$ cat src/rtl/clkfan_pkg.sv
package clkfan_pkg;

  localparam logic [1:0] MODE_LOBW = 2'b00;
  localparam logic [1:0] MODE_BYP  = 2'b01;
  localparam logic [1:0] MODE_HIBW = 2'b11;
  localparam logic [1:0] FREQ_RSVD = 2'b11;

  typedef struct packed {
    logic bypass;
    logic hiBw;
    logic addrCapture;
  } ctrlStb_t;

  function automatic logic [6:0] strapToAddr(input logic [1:0] code);
    case (code)
      2'b00:   strapToAddr = 7'h6B;
      2'b10:   strapToAddr = 7'h6D;
      default: strapToAddr = 7'h6C;
    endcase
  endfunction

  function automatic logic [1:0] strapToMode(input logic [1:0] code);
    case (code)
      2'b00:   strapToMode = MODE_LOBW;
      2'b10:   strapToMode = MODE_HIBW;
      default: strapToMode = MODE_BYP;
    endcase
  endfunction

endpackage

$ cat src/rtl/clkfan_control.sv
module clkfan_control
  import clkfan_pkg::*;
#(
  parameter int NUM_OUT = 8,
  parameter int ADDR_W  = 2
) (
  input  logic              clk,
  input  logic              rstN,
  input  logic              pwrGood,
  input  logic [1:0]        modeStrap,
  input  logic              regWrEn,
  input  logic [ADDR_W-1:0] regAddr,
  input  logic [7:0]        regWrData,
  output logic [7:0]        regRdData,
  output logic [NUM_OUT-1:0] oeBits,
  output logic [1:0]        freqSel,
  output ctrlStb_t          stb
);

  localparam logic [ADDR_W-1:0] BYTE_MODE = ADDR_W'(1);
  localparam logic [ADDR_W-1:0] BYTE_OE   = ADDR_W'(2);
  localparam logic [ADDR_W-1:0] BYTE_FREQ = ADDR_W'(3);

  logic              swSel;
  logic [1:0]        swMode;
  logic [NUM_OUT-1:0] oeReg;
  logic [1:0]        freqReg;
  logic              addrDone;
  logic [1:0]        strapMode;
  logic [1:0]        effMode;

  always_ff @(posedge clk or negedge rstN) begin
    if (!rstN) begin
      swSel   <= 1'b0;
      swMode  <= MODE_LOBW;
      oeReg   <= '1;
      freqReg <= 2'b00;
    end else if (regWrEn) begin
      if (regAddr == BYTE_MODE) begin
        swSel  <= regWrData[5];
        swMode <= regWrData[4:3];
      end
      if (regAddr == BYTE_OE) begin
        oeReg <= regWrData[NUM_OUT-1:0];
      end
      if (regAddr == BYTE_FREQ && regWrData[4:3] != FREQ_RSVD) begin
        freqReg <= regWrData[4:3];
      end
    end
  end

  always_ff @(posedge clk or negedge rstN) begin
    if (!rstN) begin
      addrDone <= 1'b0;
    end else if (pwrGood) begin
      addrDone <= 1'b1;
    end
  end

  always_comb begin
    strapMode = strapToMode(modeStrap);
    effMode   = swSel ? swMode : strapMode;
    stb.bypass      = (effMode == MODE_BYP);
    stb.hiBw        = (effMode == MODE_HIBW);
    stb.addrCapture = pwrGood && !addrDone;
  end

  always_comb begin
    regRdData = 8'h00;
    case (regAddr)
      BYTE_MODE: regRdData = {strapMode, swSel, swMode, 3'b000};
      BYTE_OE:   regRdData = 8'(oeReg);
      BYTE_FREQ: regRdData = {3'b000, freqReg, 3'b000};
      default:   regRdData = 8'h00;
    endcase
  end

  assign oeBits  = oeReg;
  assign freqSel = freqReg;

endmodule

$ cat src/rtl/clkfan_datapath.sv
module clkfan_datapath
  import clkfan_pkg::*;
#(
  parameter int NUM_OUT     = 8,
  parameter int SYNC_STAGES = 2
) (
  input  logic               clk,
  input  logic               rstN,
  input  logic               pwrGood,
  input  logic [NUM_OUT-1:0] oePin,
  input  logic [NUM_OUT-1:0] oeBits,
  input  logic               pllLock,
  input  logic [1:0]         addrStrap,
  input  ctrlStb_t           stb,
  output logic [NUM_OUT-1:0] runGate,
  output logic [6:0]         busAddr
);

  localparam int LAST = SYNC_STAGES - 1;

  logic [NUM_OUT-1:0] oeSync;
  logic [LAST:0]      lockChain;
  logic [NUM_OUT-1:0] runReq;

  for (genvar i = 0; i < NUM_OUT; i++) begin : g_sync
    logic [LAST:0] chain;
    always_ff @(posedge clk or negedge rstN) begin
      if (!rstN) chain <= '0;
      else       chain <= {chain[LAST-1:0], oePin[i]};
    end
    assign oeSync[i] = chain[LAST];
  end

  always_ff @(posedge clk or negedge rstN) begin
    if (!rstN) lockChain <= '0;
    else       lockChain <= {lockChain[LAST-1:0], pllLock};
  end

  always_comb begin
    runReq = oeSync & oeBits & {NUM_OUT{pwrGood && (stb.bypass || lockChain[LAST])}};
  end

  // gate updates while the clock is low: no shortened high pulse
  always_ff @(negedge clk or negedge rstN) begin
    if (!rstN) runGate <= '0;
    else       runGate <= runReq;
  end

  always_ff @(posedge clk or negedge rstN) begin
    if (!rstN)                busAddr <= 7'h00;
    else if (stb.addrCapture) busAddr <= strapToAddr(addrStrap);
  end

endmodule

$ cat src/rtl/clkfan_ctrl.sv
module clkfan_ctrl
  import clkfan_pkg::*;
#(
  parameter int NUM_OUT     = 8,
  parameter int SYNC_STAGES = 2,
  parameter int ADDR_W      = 2
) (
  input  logic               clk,
  input  logic               rstN,
  input  logic               pwrGood,
  input  logic [NUM_OUT-1:0] oePin,
  input  logic               pllLock,
  input  logic [1:0]         addrStrap,
  input  logic [1:0]         modeStrap,
  input  logic               regWrEn,
  input  logic [ADDR_W-1:0]  regAddr,
  input  logic [7:0]         regWrData,
  output logic [7:0]         regRdData,
  output logic [NUM_OUT-1:0] difTrue,
  output logic [NUM_OUT-1:0] difComp,
  output logic               pllEn,
  output logic               pllBypass,
  output logic               pllHiBw,
  output logic [1:0]         freqSel,
  output logic [6:0]         busAddr
);

  ctrlStb_t           stb;
  logic [NUM_OUT-1:0] oeBits;
  logic [NUM_OUT-1:0] runGate;

  clkfan_control #(.NUM_OUT(NUM_OUT), .ADDR_W(ADDR_W)) control_i (
    .clk(clk), .rstN(rstN), .pwrGood(pwrGood), .modeStrap(modeStrap),
    .regWrEn(regWrEn), .regAddr(regAddr), .regWrData(regWrData),
    .regRdData(regRdData), .oeBits(oeBits), .freqSel(freqSel), .stb(stb)
  );

  clkfan_datapath #(.NUM_OUT(NUM_OUT), .SYNC_STAGES(SYNC_STAGES)) datapath_i (
    .clk(clk), .rstN(rstN), .pwrGood(pwrGood), .oePin(oePin), .oeBits(oeBits),
    .pllLock(pllLock), .addrStrap(addrStrap), .stb(stb),
    .runGate(runGate), .busAddr(busAddr)
  );

  assign difTrue   = runGate & {NUM_OUT{clk & pwrGood}};
  assign difComp   = runGate & {NUM_OUT{~clk & pwrGood}};
  assign pllEn     = pwrGood & ~stb.bypass;
  assign pllBypass = stb.bypass;
  assign pllHiBw   = stb.hiBw;

endmodule

$ cat config.mk
export PLATFORM = sky130hd
export DESIGN_NAME = clkfan_ctrl
export DESIGN_NICKNAME = d
export VERILOG_FILES = /design/src/rtl/clkfan_pkg.sv /design/src/rtl/clkfan_control.sv /design/src/rtl/clkfan_datapath.sv /design/src/rtl/clkfan_ctrl.sv
export SDC_FILE = /design/constraint.sdc
export NUM_CORES = 1
export LEC_CHECK = 0
export ABC_AREA = 1
export ABC_CLOCK_PERIOD_IN_PS = 3200
export BUFFER_PORTS_ARGS = -buffer_cell sky130_fd_sc_hd__buf_2
export CAP_MARGIN = 10
export CELL_PAD_IN_SITES_DETAIL_PLACEMENT = 0
export CELL_PAD_IN_SITES_GLOBAL_PLACEMENT = 1
export CORE_MARGIN = 1
export CORE_UTILIZATION = 35
export CTS_CLUSTER_DIAMETER = 200
export DETAILED_ROUTE_END_ITERATION = 12
export PLACE_DENSITY_LB_ADDON = 0.1
export SYNTH_ARGS = -nofsm -noshare
export SYNTH_HDL_FRONTEND = slang
export SYNTH_SLANG_ARGS = --single-unit
$ cat constraint.sdc
create_clock -name clk -period 3.2 [get_ports clk]
set_input_delay 0.48 -clock clk [delete_from_list [all_inputs] [get_ports clk]]
set_output_delay 0.48 -clock clk [all_outputs]
set_load 0.02 [all_outputs]
==> results of run 1 <==
## metal layers
layer	routed length (µm)	GRT usage [%]	part of all wire [%]
met1	1631	17.67	42
met2	1936	23.16	50
met3	227	11.53	5.9
met4	60	14.38	1.6
met5	0	0	0
## final cells by class
type	instances	area [µm²]	share of cell area, %
Timing Repair Buffer	47	240.2	9.486
Inverter	27	101.3	4.002
Clock inverter	2	60.06	2.372
Tap cell	67	83.83	3.310
Multi-Input combinational cell	108	545.5	21.54
Clock buffer	33	390.4	15.41
Sequential cell	44	1111	43.87
## cell usage in the layout, fill, tap and decap left out, types with 9 or more instances in the layout
cell type and n:
dfrtp_1 28, buf_2 45, nor2_1 18, inv_1 19, buf_6 12, nand2_1 48
nor2_4 10, clkbuf_8 14, o21ai_0 9
## metrics by stage
step	power (W)	setup WS, ps	hold WS (ps)	instance area (µm²)	cells
final	0.001715	10.35	20.17	2532	328
after global routing	0.001806	-44.74	23.74	2532	328
after CTS	0.001719	-8.427	24.45	2460	328
after detailed placement	0.0008693	114.3	334.7	2079	309
after global placement	0.0008680	144.6	334.3	2079	309
after floorplan	0.0008034	389.7	184.4	1720	184
## power groups by stage
stage	Sequential, W	Clock (W)	Combinational [W]
2_1_floorplan	0.000646	0.0000655	0.0000915
3_3_place_gp	0.000646	0.0000600	0.000162
3_5_place_dp	0.000648	0.0000600	0.000162
4_1_cts	0.000638	0.000915	0.000165
5_1_grt	0.000645	0.000975	0.000186
6_report	0.000638	0.000913	0.000164
## worst paths after layout
path	endpoint	slack, ps	cells past startpoint
max in group asynchronous	datapath_i.runGate[7]	1370	1
max reg2reg	datapath_i.runGate[7]	380	7
min in group clk	datapath_i.g_sync[4].chain[0]	180	1
max	difTrue[1]	10	3
min	datapath_i.busAddr[2]	20	1
min reg2reg	datapath_i.g_sync[1].chain[1]	350	0
## state kept, by name, indices dropped and copies added, names as in the netlist
name,count
datapath_i.lockChain,2
control_i.oeBits,8
datapath_i.busAddr,4
datapath_i.g_sync.chain,16
control_i.freqSel,2
control_i.addrDone,1
control_i.swMode,2
datapath_i.runGate,8
control_i.swSel,1
## cell families (layout without fill, tap and decap cells)
family          count (synthesis)  in the layout  synth area share, %
flops                          44             44                64.58
compound gates                 19             19                5.963
simple gates                   88             88                20.73
other cells                     1              1               0.2180
buf+inv                        32            109                8.509
## what timing repair did
item / 4_1_cts / 5_1_grt
gates resized for setup: 38 / 23
setup endpoints to repair: 27 / 28
cloned: 0 / 0
hold buffers: 0 / 0
pin swaps: 8 / 9
## worst max-delay path, cell delays in order (launching register included)
cell and delay, ps:
dfrtn_1 410, inv_2 50, nor2_2 100, buf_6 130
==> impl_results.md, run 1 <==
- Number of standard cells after synthesis: 184
- Power Internal: 0.001246 W
- Crit Path Max Fanout: 2
- Largest net degree at the start of global routing: 21
- Source-to-sink clock delay at the later pin of the worst-skew pair: 410 ps
- Synth-to-layout area growth: 47.20%
- Leakage power: 1.324 nW
- Setup repair after global routing missed its margin: true
- Diodes inserted: 0
- Initial DRC Count: 64
- Clock-pin slew reported for the worst setup and hold paths after clock tree synthesis: 80 ps
- Critical path type: flip-flop to primary output
- Fraction of power consumed by sequential logic: 37.2%
- TNS Setup: 0 ps
- Number of library cell types mapped by synthesis: 19
- Number of global-route vias before repair: 1,511
- First-pass GRT wire length: 6.154 mm
- Share of Yosys cell area claimed by the top area cell type: 40.73%
- Net count reported at finish: 286
- Prevailing post-synth register cell: dfrtp_1
- Beginning of the critical path: datapath_i.runGate[1]
- Clock tree from TritonCTS: yes
- Kind of end point of the critical path: primary output
- Hold/Removal Path Class: primary input to async pin
- Most used standard cell by instance count after synthesis: nand2_1
- Count of pins on the block boundary: 63
- Slew Viols, Final: 0
- Share of post-route cells with drive strength above 1: 43.68%
- Avg Synthesized Cell Area: 9.350 µm²
- Data arrival at the endpoint of the critical path: 2710 ps
- Net Count, Synth: 211
- Initial Utilization: 36.42%
- Vias per std cell: 4.320
- Top cell type by total area after synthesis: dfrtp_1
- Routability congestion estimate: 0.7182
- DRC Markers: 0
- Critical path startpoint category: flip-flop
- Switching Power: 0.0004694 W
- Post-synthesis async set-or-reset flop share: 100.0%
- HPWL after detailed placement: 2.650 mm
- Fin. Hold Viols: 0
- Global-route usage over all layers: 16.95%
- Data required, critical path: 2720 ps
- Vias: 1,417
- Vertical die dimension: 72.11 µm
- Synth warnings: 0
- Synth Cell Area: 1720 µm²
- Maximum capacitance violations: 0
- Peak supply drop: 0.2891 mV
- Number of port buffers: 61
- Combinational cell fraction of total power: 9.6%
- Die footprint: 5200 µm²
- Fraction of power spent switching nets: 27.37%
- Power per Cell Area: 677.4 nW/µm²
- Clock power share: 53.2%
- Setup Fix Bufs, Post-CTS: 0
- GR Overflow Total: 0
- Seq/Total Area, Yosys: 64.58%
- Post-synthesis register bit count: 44
- Number of synthesized flops with an enable pin: 0
- Placeable core area: 4723 µm²
- Setup-failing EPs final: 0
- Die outline width: 72.11 µm
- Detailed-routing iteration count for the pre-antenna-repair pass: 5
- FP Rows: 25
- Initial antenna violation count: 0
- Count of filler cells inserted in the layout: 432
- Post-detailed-route count of antenna-violating nets: 0
- Clock skew: 26.61 ps
- Top cells by instance count after synthesis: 48 x nand2_1, 32 x nor2_1, 28 x dfrtp_1
- Status: finished clean
- Wire length per cell: 11.76 µm
- Ranking of synthesized cells by area: dfrtp_1 41%, dfstp_2 12%, dfrtn_1 12%, nand2_1 10%, nor2_1 7.0%
- Final Util: 53.62%
- Launch instance of the worst register-to-register path: control_i.swSel
- Final Routed Wirelength: 3.856 mm
(Power assumes the default switching activity.)
==> run 2, diff against run 1 <==
Settings changed: ABC_AREA 1 to unset, ABC_CLOCK_PERIOD_IN_PS 3200 to 3400.
Clock period 3.2 ns to 3.4 ns, I/O delays scaled along.
==> impl_results.md, run 2 <==
- Status: finished clean
- Top cells by instance count after synthesis: 28 x dfrtp_1, 11 x and2_1, 9 x and3_1, 9 x nand3_1
- Number of flip-flops in the largest register: 16 (unchanged)
- Most frequent cells in the layout: 49 x buf_2, 28 x dfrtp_1, 16 x clkbuf_8, 9 x nand3_1, 9 x and3_1
- Reg with most FFs: datapath_i.g_sync.chain
- Top cell type by total area after synthesis: dfrtp_1
- Number of standard cells after synthesis: 135 (-27%)
- Die footprint: 5417 µm² (+4.2%)
- Cells after DPL: 256 (-17%)
- Post-Route Hold Slack: 57.87 ps (+37.70 ps)
- Post-detailed-route count of antenna-violating nets: 0 (unchanged)
- Combinational cell fraction of total power: 12.0% (+2.4 points)
- Detailed-routing iteration count for the pre-antenna-repair pass: 4 (-1)
- Hold/Removal Path Class: primary input to async pin
- Synth Cell Area: 1794 µm² (+4.3%)
- Number of synthesized flops with an enable pin: 0 (unchanged)
- Most numerous cell on the critical path: clkbuf_8
- Clock power share: 47.5% (-5.7 points)
- Switching Power: 0.0004110 W (-12%)
- Cells along the critical path: clkbuf_8 > clkbuf_8 > clkbuf_8 > clkbuf_8 > clkbuf_8 > nor2b_4 > clkbuf_8 > and2_4 > buf_6
- Post-route design area: 2454 µm² (-3.1%)
- Setup slack on the worst flop-to-flop path: 600 ps (+220 ps)
- Crit Path Max Fanout: 5 (+3)
- Count of pins on the block boundary: 63 (unchanged)
- Source-to-sink clock delay at the later pin of the worst-skew pair: 410 ps (about the same)
- Max-slew headroom: 61.16%
- Share of post-route cells with drive strength above 1: 50.24% (+6.6 points)
- Post-synthesis register bit count: 44 (unchanged)
- Synth warnings: 0 (unchanged)
- Vias per std cell: 4.839 (+12%)
- Slew Viols, Final: 0 (unchanged)
- Setup Fix Bufs, Post-CTS: 0 (unchanged)
- DRC Markers: 0 (unchanged)
- Clock tree from TritonCTS: yes
- Global-route usage over all layers: 16.42% (-0.53 points)
- Vertical die dimension: 73.60 µm (+2.1%)
- Number of standard cells in the final layout excluding fillers: 274 (-16%)
- Fin. Hold Viols: 0 (unchanged)
- Largest net degree at the start of global routing: 26 (+24%)
- Synth-to-layout area growth: 36.75%
- Highest-delay cell along the critical path: clkbuf_8
- Cell Area, Placed: 2137 µm² (+2.8%)
- Net count reported at finish: 232 (-19%)
- Die outline width: 73.60 µm (+2.1%)
- Data arrival at the endpoint of the critical path: 2850 ps (+140 ps)
- Number of library cell types mapped by synthesis: 31 (+12)
- Slowest stage delay, CP: 150 ps (-260 ps)
- Power Internal: 0.001132 W (-9.2%)
- Wire length per cell: 14.10 µm (+20%)
- Beginning of the critical path: clk
- Worst path setup slack after routing: 38.94 ps (+28.59 ps)
- Setup repair after global routing missed its margin: true
- Initial antenna violation count: 0 (unchanged)
- Clock skew: 23.00 ps (-3.602 ps)
- GR Overflow Total: 0 (unchanged)
- Ranking of synthesized cells by area: dfrtp_1 39%, dfstp_2 12%, dfrtn_1 11%, mux2_4 6.7%, and2_1 3.8%
- Leakage power: 1.265 nW (-4.4%)
- Count of filler cells inserted in the layout: 463 (+7.2%)
- Clock-pin slew reported for the worst setup and hold paths after clock tree synthesis: 70 ps (about the same)
- First-pass GRT wire length: 6.168 mm (+0.23%)
- FP Rows: 25 (unchanged)
- Post-Place Setup Slack: 442.0 ps (+327.6 ps)
- Diodes inserted: 0 (unchanged)
- Number of port buffers: 61 (unchanged)
- Routability congestion estimate: 0.7379 (+2.7%)
- Initial DRC Count: 73 (+14%)
- Power per Cell Area: 628.8 nW/µm² (-7.2%)
- Avg Synthesized Cell Area: 13.29 µm² (+42%)
- Fraction of power consumed by sequential logic: 40.5% (+3.3 points)
- Endpoint of the worst-slack reg-to-reg timing path: datapath_i.runGate[5]
- Seq/Total Area, Yosys: 61.92% (-2.7 points)
- Fraction of power spent switching nets: 26.64% (-0.73 points)
- Share of Yosys cell area claimed by the top area cell type: 39.05% (-1.7 points)
- Data required, critical path: 2890 ps (+170 ps)
- Peak supply drop: 0.2739 mV (-5.2%)
- Transition time of the tightest slew-check pin: 581.4 ps
- Final Routed Wirelength: 3.863 mm (+0.18%)
- Maximum capacitance violations: 0 (unchanged)
- Setup-failing EPs final: 0 (unchanged)
- CP Capture Point: difComp[2]
- Kind of end point of the critical path: primary output
- Critical path startpoint category: clock port
- Initial Utilization: 37.25% (+0.82 points)
- Net Count, Synth: 162 (-23%)
- Vias: 1,326 (-6.4%)
- Placeable core area: 4817 µm² (+2.0%)
- Worst reg-to-reg path cell count: 2 (-5)
- Post-synthesis async set-or-reset flop share: 100.0% (unchanged)
- Number of global-route vias before repair: 1,466 (-3.0%)
- HPWL after detailed placement: 2.725 mm (+2.8%)
- Launch instance of the worst register-to-register path: control_i.swMode[1]
- Most common cell after layout, fill and taps aside: buf_2
- Most used standard cell by instance count after synthesis: dfrtp_1
- Critical path type: clock port to primary output
- Prevailing post-synth register cell: dfrtp_1
- Total power consumption of the routed design: 0.001543 W (-10%)
[run 2: cell type report]
class	count	area, µm²	share of cell area (%)
flip-flops and latches	44	1111	45.28
multi-input cells	78	633.1	25.80
clock buffers	33	356.6	14.53
repair buffers	46	232.7	9.485
well taps	67	83.83	3.417
inverters	5	18.77	0.7649
clock inverters	1	17.52	0.7139
[run 2: cell families (layout without fill, tap and decap cells)]
| logic type | count (synthesis) | after routing | synth area share [%] |
|---|---|---|---|
| other | 1 | 1 | 0.2090 |
| AO/OA/AOI/OAI | 18 | 18 | 6.904 |
| flip-flops | 44 | 44 | 61.92 |
| multiplexers | 14 | 14 | 10.39 |
| buffers and inverters | 13 | 85 | 4.045 |
| AND/OR/NAND/NOR | 45 | 45 | 16.53 |
[run 2: stage by stage]
stage	utilization, %	setup TNS (ps)
floorplan	-	0
global placement	44.36	0
detailed placement	44.36	0
CTS	50.73	0
global route	50.94	-8.100
finish	50.94	0
[run 2: worst min path at each step]
| stage | startpoint | end | slack (ps) | depth (start not counted) |
|---|---|---|---|---|
| 2_1_floorplan | rstN | control_i.addrDone | 210 | 0 |
| 3_3_place_gp | datapath_i.g_sync[1].chain[0] | datapath_i.g_sync[1].chain[1] | 330 | 0 |
| 3_5_place_dp | datapath_i.g_sync[5].chain[0] | datapath_i.g_sync[5].chain[1] | 330 | 0 |
| 4_1_cts | rstN | datapath_i.lockChain[1] | 60 | 1 |
| 5_1_grt | rstN | datapath_i.g_sync[0].chain[1] | 70 | 1 |
| 6_report | rstN | datapath_i.g_sync[0].chain[1] | 60 | 1 |
[run 2: metal layers]
layer | track usage, % | vias to the layer above | routed length [µm]
li1 | - | 608 | -
met1 | 17.20 | 633 | 1573
met2 | 23.55 | 65 | 1880
met3 | 9.465 | 20 | 274
met4 | 13.68 | 0 | 134
met5 | 1.010 | - | 0
[run 2: power by group through the flow]
stage / sequential [W] / combinational (W) / clock [W]
6_report: 0.000624 / 0.000186 / 0.000733
3_5_place_dp: 0.000634 / 0.000187 / 0.0000413
5_1_grt: 0.000633 / 0.000204 / 0.000788
3_3_place_gp: 0.000632 / 0.000185 / 0.0000413
4_1_cts: 0.000625 / 0.000188 / 0.000753
2_1_floorplan: 0.000633 / 0.000115 / 0.0000323
[run 2: critical path, delay by kind of cell]
| family | cells | cell delay [ps] |
|---|---|---|
| buffers and inverters | 7 | 880 |
| AND/OR/NAND/NOR | 2 | 280 |
[run 2: repair_timing]
action / 4_1_cts / 5_1_grt
pin swaps: 0 / 0
resized for setup: 22 / 4
endpoints found under the hold margin: 0 / 0
gates cloned: 0 / 0
hold buffers: 0 / 0
endpoints found under the setup margin: 8 / 9
